### src/rtl/lfs_pkg.sv
package lfs_pkg;

  typedef enum logic [1:0] {
    LFS_IDLE  = 2'd0,
    LFS_ISSUE = 2'd1,
    LFS_DATA  = 2'd2
  } lfs_state_e;

endpackage

### src/rtl/lfs_rst_sync.sv
module lfs_rst_sync #(
  parameter int STAGES = 2
) (
  input  logic clk,
  input  logic arst_n,
  output logic srst_n
);

  logic [STAGES-1:0] sync_q;

  always_ff @(posedge clk or negedge arst_n) begin
    if (!arst_n) sync_q <= '0;
    else         sync_q <= {sync_q[STAGES-2:0], 1'b1};
  end

  assign srst_n = sync_q[STAGES-1];

endmodule

### src/rtl/lfs_beat_ctr.sv
module lfs_beat_ctr #(
  parameter  int BEATS = 4,
  localparam int CW    = $clog2(BEATS)
) (
  input  logic          clk,
  input  logic          rst_n,
  input  logic          clr,
  input  logic          inc,
  output logic [CW-1:0] cnt,
  output logic          at_last
);

  logic [CW-1:0] cnt_d;
  logic          cnt_en;

  always_comb begin
    cnt_d = cnt;
    if (clr)      cnt_d = '0;
    else if (inc) cnt_d = cnt + CW'(1);
  end

  assign cnt_en = clr | inc;

  always_ff @(posedge clk or negedge rst_n) begin
    if (!rst_n)      cnt <= '0;
    else if (cnt_en) cnt <= cnt_d;
  end

  assign at_last = (cnt == CW'(BEATS-1));

  // the index only moves on an accepted beat
  a_r4_hold_without_beat: assert property (@(posedge clk) disable iff (!rst_n)
    (!clr && !inc) |=> $stable(cnt));

  // an abort or line end brings the index back to the first beat
  a_r7_clear_to_first: assert property (@(posedge clk) disable iff (!rst_n)
    clr |=> (cnt == '0));

endmodule

### src/rtl/lfs_fill_out.sv
module lfs_fill_out #(
  parameter  int DATA_W = 64,
  parameter  int BEATS  = 4,
  localparam int BEAT_W = $clog2(BEATS)
) (
  input  logic              clk,
  input  logic              rst_n,
  input  logic              take,
  input  logic              take_last,
  input  logic              line_in,
  input  logic [BEAT_W-1:0] beat_in,
  input  logic [DATA_W-1:0] data_in,
  output logic              fill_valid,
  output logic              fill_line,
  output logic [BEAT_W-1:0] fill_beat,
  output logic [DATA_W-1:0] fill_data,
  output logic              line_done
);

  always_ff @(posedge clk or negedge rst_n) begin
    if (!rst_n) begin
      fill_valid <= 1'b0;
      line_done  <= 1'b0;
    end else begin
      fill_valid <= take;
      line_done  <= take_last;
    end
  end

  always_ff @(posedge clk) begin
    if (take) begin
      fill_line <= line_in;
      fill_beat <= beat_in;
      fill_data <= data_in;
    end
  end

  // the done pulse rides on the final beat of a line
  a_r8_done_on_last_beat: assert property (@(posedge clk) disable iff (!rst_n)
    line_done |-> (fill_valid && fill_beat == BEAT_W'(BEATS-1)));

  // every accepted beat shows up on the next cycle
  a_r4_beat_reaches_port: assert property (@(posedge clk) disable iff (!rst_n)
    take |=> fill_valid);

endmodule

### src/rtl/line_fill_seq.sv
module line_fill_seq
  import lfs_pkg::*;
#(
  parameter  int LINE_ADDR_W = 27,
  parameter  int DATA_W      = 64,
  parameter  int BEATS       = 4,
  parameter  bit PIPE_EN     = 1'b1,
  localparam int OFF_W       = $clog2(BEATS*DATA_W/8),
  localparam int ADDR_W      = LINE_ADDR_W + OFF_W,
  localparam int BEAT_W      = $clog2(BEATS)
) (
  input  logic                   clk,
  input  logic                   rst_n,
  input  logic                   req_valid,
  input  logic [LINE_ADDR_W-1:0] req_line0,
  input  logic [LINE_ADDR_W-1:0] req_line1,
  output logic                   req_ready,
  input  logic                   prio_req,
  input  logic                   bus_rdy,
  input  logic                   bus_nxt_addr,
  input  logic                   bus_ahold,
  input  logic                   bus_boff,
  input  logic [DATA_W-1:0]      bus_data,
  output logic                   bus_ads,
  output logic [ADDR_W-1:0]      bus_addr,
  output logic                   fill_valid,
  output logic                   fill_line,
  output logic [BEAT_W-1:0]      fill_beat,
  output logic [DATA_W-1:0]      fill_data,
  output logic                   line_done
);

  logic                   srst_n;
  lfs_state_e             st_q, st_d;
  logic                   cur_q, cur_d;
  logic                   pipe_q, pipe_d;
  logic                   na_q, na_d;
  logic [LINE_ADDR_W-1:0] line0_q, line1_q;
  logic [LINE_ADDR_W-1:0] strobe_line;
  logic                   stall, in_data, accept;
  logic                   take, take_last;
  logic                   ads_issue, ads_pipe;
  logic                   ctr_clr, ctr_inc;
  logic [BEAT_W-1:0]      beat;
  logic                   at_last;

  lfs_rst_sync #(.STAGES(2)) u_rst_sync (
    .clk    (clk),
    .arst_n (rst_n),
    .srst_n (srst_n)
  );

  assign req_ready = (st_q == LFS_IDLE);
  assign accept    = req_ready && req_valid;
  assign stall     = prio_req | bus_ahold | bus_boff;
  assign in_data   = (st_q == LFS_DATA);
  assign take      = in_data & bus_rdy & ~bus_boff;
  assign take_last = take & at_last;
  assign ads_issue = (st_q == LFS_ISSUE) & ~stall;

  generate
    if (PIPE_EN) begin : g_pipe
      assign ads_pipe = in_data & ~cur_q & ~pipe_q & (na_q | bus_nxt_addr) & ~stall;
    end else begin : g_no_pipe
      assign ads_pipe = 1'b0;
    end
  endgenerate

  assign bus_ads     = ads_issue | ads_pipe;
  assign strobe_line = (ads_pipe | cur_q) ? line1_q : line0_q;
  assign bus_addr    = {strobe_line, {OFF_W{1'b0}}};

  assign ctr_inc = take;
  assign ctr_clr = (in_data & bus_boff) | take_last;

  lfs_beat_ctr #(.BEATS(BEATS)) u_beat_ctr (
    .clk     (clk),
    .rst_n   (srst_n),
    .clr     (ctr_clr),
    .inc     (ctr_inc),
    .cnt     (beat),
    .at_last (at_last)
  );

  always_comb begin
    st_d   = st_q;
    cur_d  = cur_q;
    pipe_d = pipe_q;
    na_d   = na_q;
    case (st_q)
      LFS_IDLE: begin
        if (req_valid) begin
          st_d   = LFS_ISSUE;
          cur_d  = 1'b0;
          pipe_d = 1'b0;
          na_d   = 1'b0;
        end
      end
      LFS_ISSUE: begin
        if (!stall) st_d = LFS_DATA;
      end
      LFS_DATA: begin
        if (bus_boff) begin
          st_d   = LFS_ISSUE;
          pipe_d = 1'b0;
          na_d   = 1'b0;
        end else begin
          if (!cur_q && bus_nxt_addr) na_d = 1'b1;
          if (ads_pipe) pipe_d = 1'b1;
          if (take_last) begin
            pipe_d = 1'b0;
            na_d   = 1'b0;
            if (!cur_q) begin
              cur_d = 1'b1;
              st_d  = (pipe_q || ads_pipe) ? LFS_DATA : LFS_ISSUE;
            end else begin
              st_d  = LFS_IDLE;
            end
          end
        end
      end
      default: st_d = LFS_IDLE;
    endcase
  end

  always_ff @(posedge clk or negedge srst_n) begin
    if (!srst_n) begin
      st_q   <= LFS_IDLE;
      cur_q  <= 1'b0;
      pipe_q <= 1'b0;
      na_q   <= 1'b0;
    end else begin
      st_q   <= st_d;
      cur_q  <= cur_d;
      pipe_q <= pipe_d;
      na_q   <= na_d;
    end
  end

  always_ff @(posedge clk) begin
    if (accept) begin
      line0_q <= req_line0;
      line1_q <= req_line1;
    end
  end

  lfs_fill_out #(.DATA_W(DATA_W), .BEATS(BEATS)) u_fill_out (
    .clk        (clk),
    .rst_n      (srst_n),
    .take       (take),
    .take_last  (take_last),
    .line_in    (cur_q),
    .beat_in    (beat),
    .data_in    (bus_data),
    .fill_valid (fill_valid),
    .fill_line  (fill_line),
    .fill_beat  (fill_beat),
    .fill_data  (fill_data),
    .line_done  (line_done)
  );

  // no strobe while any stall source is up
  a_r3_no_strobe_when_stalled: assert property (@(posedge clk) disable iff (!srst_n)
    bus_ads |-> !(prio_req || bus_ahold || bus_boff));

  // a taken request closes the request port
  a_r1_busy_after_accept: assert property (@(posedge clk) disable iff (!srst_n)
    accept |=> !req_ready);

  // backoff in a data phase returns to address issue and forgets the early address
  a_r7_abort_to_issue: assert property (@(posedge clk) disable iff (!srst_n)
    (in_data && bus_boff) |=> (st_q == LFS_ISSUE && !pipe_q));

  // without next-address, no second strobe during the first burst
  a_r6_no_early_second: assert property (@(posedge clk) disable iff (!srst_n)
    (in_data && !cur_q && !na_q && !bus_nxt_addr) |-> !bus_ads);

endmodule

### config.mk
export PLATFORM = sky130hd
export DESIGN_NAME = line_fill_seq
export DESIGN_NICKNAME = d
export VERILOG_FILES = /design/src/rtl/lfs_pkg.sv /design/src/rtl/lfs_rst_sync.sv /design/src/rtl/lfs_beat_ctr.sv /design/src/rtl/lfs_fill_out.sv /design/src/rtl/line_fill_seq.sv
export SDC_FILE = /design/constraint.sdc
export NUM_CORES = 1
export LEC_CHECK = 0
export ABC_AREA = 1
export BUFFER_PORTS_ARGS = -buffer_cell sky130_fd_sc_hd__buf_2
export CORE_ASPECT_RATIO = 1.75
export CORE_MARGIN = 4
export CORE_UTILIZATION = 46
export CTS_CLUSTER_DIAMETER = 80
export DETAILED_ROUTE_END_ITERATION = 10
export GPL_ROUTABILITY_DRIVEN = 1
export PLACE_DENSITY = 0.8
export SLEW_MARGIN = 20
export SYNTH_ARGS = -nofsm -noshare
export SYNTH_HDL_FRONTEND = slang
export SYNTH_SLANG_ARGS = --single-unit
### constraint.sdc
create_clock -name clk -period 2.3 [get_ports clk]
set_clock_uncertainty 0.1 [all_clocks]
set_input_delay 0.23 -clock clk [delete_from_list [all_inputs] [get_ports clk]]
set_output_delay 0.23 -clock clk [all_outputs]
set_load 0.05 [all_outputs]
# After elaboration in Yosys (flattened, before gate mapping)
# Cells that the tools add are included.
[totals]
regBits = 132
wordCells = 78
[op_classes]
n_addsub = 1
n_eq_ne = 10
mux = 22
n_bitwise = 20
reduce_logical = 12
[ops]
columns = ["cell", "count"]
rows = [
  ["27-bit 2-to-1 mux", 1],
  ["2-bit 2-to-1 mux", 8],
  ["1-bit bitwise AND", 9],
  ["1-bit 2-to-1 mux", 9],
  ["3-bit AND reduction", 3],
  ["4-bit by 2-bit inequality test with 1-bit output, second input constant", 2],
  ["1-bit OR", 7],
  ["2-bit inequality test, second input constant", 3],
  ["1-bit case mux with 2 select lines", 3],
  ["2-bit case mux with 3 select lines", 1],
  ["2-bit == test, second input constant", 2],
  ["1-bit inverter", 4],
  ["4-bit AND reduction", 1],
  ["2-bit nonzero test", 2],
  ["3-bit by 2-bit inequality test with 1-bit output, second input constant", 1],
  ["2-bit by 1-bit adder with 2-bit output, second input constant", 1],
  ["2-bit by 1-bit == test with 1-bit output, second input constant", 1],
  ["1-bit logical AND", 2],
  ["2-bit logical NOT", 1],
  ["2-bit by 1-bit inequality test with 1-bit output, second input constant", 1],
  ["2-bit AND reduction", 1],
  ["1-bit logical NOT", 1],
  ["1-bit logical OR", 1],
]

# Depth between registers and ports, before layout
# Gate-level depths: netlist (run 1).
[logic_depth]
depth_word = 11
ltp_mapped = 9
mapped_depth_nobuf = 8

# Modules after synthesis
# From an unflattened synthesis (run 1), not the netlist that was laid out.
[hier_totals]
cells_unflattened = 293
hier_area_um2 = 4664.5
[modules_own_cells]
columns = ["mod", "n_inst", "cells_per_inst", "area_per_inst_um2"]
rows = [
  ["line_fill_seq", 1, 209, 2451.1],
  ["lfs_fill_out", 1, 69, 2062.0],
  ["lfs_beat_ctr", 1, 12, 97.6],
  ["lfs_rst_sync", 1, 3, 53.8],
]

# Worst setup path after synthesis (run 1)
# OpenSTA, ideal clock, no wires.
[synth_path]
path_type = "register to register"
start = "register st_q[0]"
end = "register cur_q"
setup_ps = 100
arrival_time_ps = 3693
required_ps = 2100
path_slack_ps = -1592
path_stages_with_launch = 6
path_buffers = 0
period_less_slack_ps = 3892
cell_sequence = "dfrtp_1 inv_2 nand2_2 nor3_2 nand2_1 a21oi_1"
[synth_between]
elab_chain_cells = 6
[synth_lines]
columns = ["item", "line", "text"]
rows = [
  ["start, declared", "line_fill_seq.sv:34", "lfs_state_e st_q, st_d;"],
  ["start signal, assigned", "line_fill_seq.sv:133", "st_q <= st_d;"],
  ["2-bit == test", "line_fill_seq.sv:56", "assign in_data = (st_q == LFS_DATA);"],
  ["1-bit bitwise AND (2 in series)", "line_fill_seq.sv:57", "assign take = in_data & bus_rdy & ~bus_boff;"],
  ["net ctr_inc", "line_fill_seq.sv:43", "logic ctr_clr, ctr_inc;"],
  ["1-bit bitwise AND", "line_fill_seq.sv:58", "assign take_last = take & at_last;"],
  ["2-bit by 1-bit inequality test with 1-bit output (no source line)", "--", ""],
  ["4-bit AND reduction (no source line)", "--", ""],
  ["end signal, assigned", "line_fill_seq.sv:134", "cur_q <= cur_d;"],
  ["end, declared", "line_fill_seq.sv:35", "logic cur_q, cur_d;"],
]
# The timed path passes the listed nets, and every way through them passes these cells.
# A chain may end at the register's enable or synchronous reset.

# Worst setup path in the final report (run 1)
[layout_path]
start = "register st_q[1]"
end = "output bus_addr[19]"
[layout_between]
elab_chain_cells = 7
[layout_lines]
columns = ["item", "line", "text"]
rows = [
  ["2-bit == test", "line_fill_seq.sv:56", ""],
  ["1-bit bitwise AND (4 in series)", "line_fill_seq.sv:63", "assign ads_pipe = in_data & ~cur_q & ~pipe_q & (na_q | bus_nxt_addr) & ~stall;"],
  ["1-bit OR", "line_fill_seq.sv:70", "assign strobe_line = (ads_pipe | cur_q) ? line1_q : line0_q;"],
  ["27-bit 2-to-1 mux", "line_fill_seq.sv:70", ""],
  ["end, declared", "line_fill_seq.sv:25", "output logic [ADDR_W-1:0] bus_addr,"],
]
# Every way passes these cells.

==> results.toml, run 1 <==
[status]
status = "complete, no violations"

[yosys]
yosysTopAreaCell = "edfxtp_1"
ys_types = 22
yosys_warnings = 0
synth_seq_cells = 132
netlist_top_cells_area = "edfxtp_1, dfrtp_1, nand2_1"
synthCells = 289
syn_area_um2 = 4640
avgSynthCellArea_um2 = 16.1
yosysTopAreaCellShare_pct = 78.3
yosysSeqAreaShare_pct = 84.2

[final_layout]
stdcell_area_um2 = 7720
syn2layout_area_growth_pct = 66.3
final_nets = 772
fillers = 530
drive_gt1_share_pct = 40.7
final_core_util_pct = 78.4

[grt]
overflow = 0
grt_pass1_wl_um = 21700
grtUsageTotal_pct = 24.5
grt_use_met2_pct = 44.6
grt_pass1_vias = 4081
use_met1_pct = 25.6
antenna_found_initial = 1
grt.met3_usage_pct = 8.48
grt_start_max_net_pins = 73
grt-busiest-layer = "met2"

[route]
drtPass1Iterations = 4
drtAntennaViolNets = 0
viasPerCell = 4.83
drt-total-wl_um = 14100
vias = 3780
drc = 0
wire_per_inst_um = 18.0
drt-initial-drc-count = 207

[critical_path]
cp_cell_sequence = "nand2_4 > nor2_4 > nand3_4 > buf_8 > nand3_1 > nand2_1 > clkbuf_4"
endpoint_kind = "primary output"
cp_slowest_stage_delay_ns = 0.44
slowest_stage = "dfrtp_1"
critPathKind = "reg -> out"
regToRegSetupSlack_ns = 0.71
r2r-end = "u_beat_ctr.cnt[0]"
cp.required_ns = 1.97
start_kind = "flop"
crit_fanout = 30
r2r-start = "st_q[0]"
ff2ff_path_depth = 7
cpLargestDelayFamily = "simple AND/OR/NAND/NOR gates"
arrival_ns = 1.90
crit_buf_inv = 2

[clock_tree]
tritoncts = "done"
clk_pin_slew_ns = 0.06
cts_setup_buffers = 0
cts_made_buffers = 17
htree_levels = 4
clockRootBuffer = "clkbuf_16"
cts_buffer_depth = 2
cts.sinks = 132
clock_latency_ns = 0.41

[sta]
whs_ns = 0.0334
fin_ws_ns = 0.0661
setup_violations = 0
fin_crit_sh_pct = 97.1
fmax_ghz = 0.448
slew_viol_final = 0
final.setup.tns_ns = 0
hold_viol_final = 0
fin_crit_ns = 2.23

[floorplan]
initial_core_util_pct = 47.1
die_w_um = 83.9
core_um2 = 9850
io_pins = 229
die_area_um2 = 11800
die_h_um = 141
rows = 48

[power_and_ir_drop]
ir_drop_mv = 0.856
combPwrFrac_pct = 25.3
p_per_area_nw_per_um2 = 1010
p_clk_share_pct = 34.2
power_leakage_nw = 3.39
p_seq_share_pct = 40.5
switching_share_pct = 32.5
power.switching_mw = 2.53
internal-power_mw = 5.26

[hold_path]
min_path_type = "in -> async"

[placed_design]
pre_cts_slack_ns = 0.429
port_buffers = 223
dpl.hpwl_um = 7980
postPlaceCellArea_um2 = 5910
place.gp.congestion = 0.934

[job]
drv_cap = 0
-- cell families after synthesis --
group,count (synthesis),share of synthesized area [%]
AO/OA/AOI/OAI,8,0.970
buffers and inverters,29,3.21
flip-flops,132,84.2
other,2,0.162
AND/OR/NAND/NOR,117,11.2
adder cells (fa/ha/maj),1,0.269
-- layout by cell type (no fill, tap or decap), types with 2 or more instances in the layout --
master           n
buf_2          221
nor2_1           7
nor2_4           2
conb_1           6
inv_1           14
nor3_1           2
nand2_1         71
clkinv_4         4
bufinv_16        3
dfrtp_1         11
nand3_1         30
clkbuf_4         2
clkbuf_16       17
clkinv_2         4
dlygate4sd3_1  119
buf_12           2
a21oi_1          2
inv_2            2
o21ai_0          4
edfxtp_1       121
-- Yosys cell counts, drive strengths merged --
library cell	number
edfxtp	121
nand2	74
nand3	31
inv	16
buf	13
dfrtp	11
nor2	9
o21ai	4
a21oi	3
nor3	3
conb	2
a31oi	1
ha	1
-- repair_timing --
| action | 4_1_cts | 5_1_grt |
|---|---|---|
| cloned | 0 | 0 |
| hold buffers | 119 | 0 |
| gates resized for setup | 1 | 6 |
| setup endpoints to repair | 1 | 27 |
| endpoints found under the hold margin | 120 | 0 |
-- power by group through the flow --
| stage | clock [mW] | sequential (mW) | combinational, mW |
|---|---|---|---|
| after floorplan | 0 | 3.46 | 0.980 |
| after detailed placement | 0 | 3.19 | 1.75 |
| after global placement | 0 | 3.17 | 1.71 |
| after CTS | 2.70 | 3.15 | 1.93 |
| final | 2.66 | 3.16 | 1.97 |
| after global routing | 2.84 | 3.18 | 2.08 |
-- cell type report --
cell class,count,area [um2],share of cell area (%)
diodes,1,2.50,0.0324
clock buffers,17,425,5.51
clock inverters,13,161,2.09
inverters,16,60.1,0.778
multi-input cells,132,627,8.12
flip-flops and latches,132,3910,50.6
well taps,125,156,2.03
repair buffers,346,2380,30.8
-- per-layer routing --
metal	wire length (um)	share of wire, %
met2	7740	55
met1	4630	33
met5	0	0
met4	303	2.2
met3	1410	10
-- how the worst max path moves through the flow --
stage,startpoint,endpoint,cells after the start
after global routing,st_q[1],bus_addr[18],7
final,st_q[1],bus_addr[19],7
after detailed placement,bus_boff,bus_addr[29],9
after global placement,st_q[1],bus_addr[29],7
after CTS,st_q[0],bus_addr[29],8
after floorplan,st_q[0],cur_q,5
-- worst reg2reg max path, cell delays in order, from the launching register on --
cell     delay (ns)
dfrtp_1        0.38
inv_2          0.12
nand2_4        0.09
nor3_4         0.16
buf_12         0.33
a31oi_1        0.12
nand2_1        0.07
o21ai_0        0.08
-- stage by stage --
stage                     std cells  total power, mW
final                           782             7.79
after CTS                       781             7.77
after global placement          632             4.88
after detailed placement        632             4.94
after global routing            782             8.11
after floorplan                 293             4.44
-- flip-flops by register name, indices dropped and copies added (netlist names), 2 cells and up --
name and count:
u_beat_ctr.cnt 2, u_fill_out.fill_beat 2, st_q 2, line1_q 27
line0_q 27, u_fill_out.fill_data 64, u_rst_sync.sync_q 2
No activity file was read; power rests on OpenSTA's default activity.
==> run 2, diff against run 1 <==
--- a/config.mk
+++ b/config.mk
@@ -17,4 +17,5 @@
 export SLEW_MARGIN = 20
 export SYNTH_ARGS = -nofsm -noshare
 export SYNTH_HDL_FRONTEND = slang
+export SYNTH_HIERARCHICAL = 1
 export SYNTH_SLANG_ARGS = --single-unit
==> run 2 against run 1 <==
Die area increased by 0.45%. Non-clock buffer count increased by 12. Maximum frequency increased by 0.61%. Synthesized area increased by 0.49%. Flip-flop and latch count unchanged. Critical path depth increased by 2. Sequential share of layout area decreased by 1.8 points. Register-to-register slack got worse by 0.29 ns. Clock-buffer cell count unchanged.
==> results.toml, run 2 <==
[floorplan]
rows = 48
die_area_um2 = 11900
core_um2 = 9910
io_pins = 229
initial_core_util_pct = 47.1
die_h_um = 141
die_w_um = 84.1

[power_and_ir_drop]
p_per_area_nw_per_um2 = 995
power.switching_mw = 2.69
ir_drop_mv = 0.880
combPwrFrac_pct = 26.5
internal-power_mw = 5.28
p_clk_share_pct = 34.0
power_leakage_nw = 3.53
p_total_mw = 7.96
switching_share_pct = 33.7
p_seq_share_pct = 39.5

[critical_path]
cpLargestDelayFamily = "simple AND/OR/NAND/NOR gates"
critPathKind = "reg -> out"
crit_buf_inv = 3
regToRegSetupSlack_ns = 0.42
start_kind = "flop"
cpMostUsedCell = "nand2_1"
cp.required_ns = 1.97
cp_slowest_stage_delay_ns = 0.39
cp_cell_sequence = "inv_2 > nand2_2 > nor2_4 > nand3_4 > buf_12 > nand2_4 > nand2_1 > nand2_1 > clkbuf_4"
r2r-start = "st_q[0]"
crit_start = "st_q[0]"
crit_fanout = 8
endpoint_kind = "primary output"
arrival_ns = 1.89
slowest_stage = "dfrtp_1"

[final_layout]
final_core_util_pct = 80.8
final_common_cell = "buf_2"
syn2layout_area_growth_pct = 71.6
drive_gt1_share_pct = 42.5
multi_input_area_um2 = 673
top_register = "u_fill_out/fill_data"
biggestRegsByFlops = "u_fill_out/fill_data: 64 flops, line0_q: 27 flops, line1_q: 27 flops"
stdcell_area_um2 = 8000
seqCellArea_um2 = 3910
final_nets = 790
fillers = 471
final_cell_mix = "buf_2, edfxtp_1, dlygate4sd3_1"
stdcell_count = 802
largest_reg_flops = 64

[clock_tree]
tritoncts = "done"
clockRootBuffer = "clkbuf_16"
clock_latency_ns = 0.40
cts_made_buffers = 17
clk_pin_slew_ns = 0.06
cts.sinks = 132
cts_buffer_depth = 2
htree_levels = 4

[placed_design]
pre_cts_slack_ns = 0.337
place_inst = 640
port_buffers = 223
place.gp.congestion = 0.790
postPlaceCellArea_um2 = 5990
dpl.hpwl_um = 8750

[yosys]
netlist_top_cells_area = "edfxtp_1, dfrtp_1, nand2_1"
synth_edf_count = 121
yosys_warnings = 6
synth_flop_cell = "edfxtp_1"
yosysTopAreaCellShare_pct = 77.9
synth_common_cells = "edfxtp_1, nand2_1, nand3_1, inv_1"
yosysTopAreaCell = "edfxtp_1"
ys_types = 20
avgSynthCellArea_um2 = 15.9
async_reset_ff_share_pct = 8.33
synthMostInstantiatedCell = "edfxtp_1"
yosysSeqAreaShare_pct = 83.8
syn_area_um2 = 4660
synth_seq_cells = 132
synthCells = 293

[sta]
fin_ws_ns = 0.0797
slew_viol_final = 0
relSlewSlack_pct = 64.9
fin_crit_sh_pct = 96.5
worst_slew_pin_slew_ns = 0.525
hold_viol_final = 0
setup_violations = 0
fin_crit_ns = 2.22
fmax_ghz = 0.450
final.setup.tns_ns = 0
rsz0062_at_grt = "false"
whs_ns = 0.0661

[route]
drc = 0
vias = 3992
drt-initial-drc-count = 214
drtPass1Iterations = 5
drtAntennaViolNets = 0
wire_per_inst_um = 20.7
viasPerCell = 4.98
drt-total-wl_um = 16600

[grt]
grt_pass1_vias = 4633
grtUsageTotal_pct = 27.8
overflow = 0
grt_start_max_net_pins = 47
antenna_found_initial = 1
grt_pass1_wl_um = 24800

[status]
status = "complete, no violations"

[hold_path]
min_path_type = "reg -> async"

[job]
drv_cap = 0
-- run 2: layout make-up --
class,instances,share of cell area (%)
Antenna cell,1,0.0313
Clock buffer,17,5.31
Multi-Input combinational cell,136,8.41
Timing Repair Buffer,358,32.5
Sequential cell,132,48.8
Tap cell,125,1.95
Inverter,18,0.891
Clock inverter,15,2.11
-- run 2: per-layer routing --
layer	vias to the layer above	part of all wire [%]	global-route usage, %
met1	1887	32	27.7
li1	1769	-	-
met3	62	9.3	10.5
met2	274	54	48.2
met5	-	0	0
met4	0	5.2	17.1
-- run 2: final timing paths --
kind | end | depth (start not counted)
worst max register to register | u_beat_ctr/cnt[1] | 9
worst min-delay path | na_q | 0
max in group asynchronous | pipe_q | 0
min in group clk | st_q[1] | 4
worst min register to register | na_q | 0
worst max-delay path | bus_addr[10] | 9
-- run 2: logic make-up (layout without fill, tap and decap cells) --
logic type      count (synthesis)  after routing  share of synthesized area [%]
flops                         132            132                           83.8
compound gates                  7              7                          0.832
fa+ha+maj                       1              1                          0.268
other cells                     2              7                          0.161
buf+inv                        31            408                           3.51
simple gates                  120            122                           11.4
-- run 2: power by group through the flow --
stage	registers [mW]	clock network [mW]	logic (mW)
after CTS	3.13	2.72	1.98
after global placement	3.16	0	1.74
after global routing	3.17	2.87	2.23
after detailed placement	3.17	0	1.79
final	3.15	2.71	2.11
after floorplan	3.45	0	0.992
-- run 2: repair_timing --
item / CTS / global route
pin swaps: 2 / 2
setup buffers: 4 / 2
cloned: 1 / 3
resized for setup: 4 / 28
endpoints found under the setup margin: 27 / 27
endpoints found under the hold margin: 120 / 0
hold buffers: 119 / 0
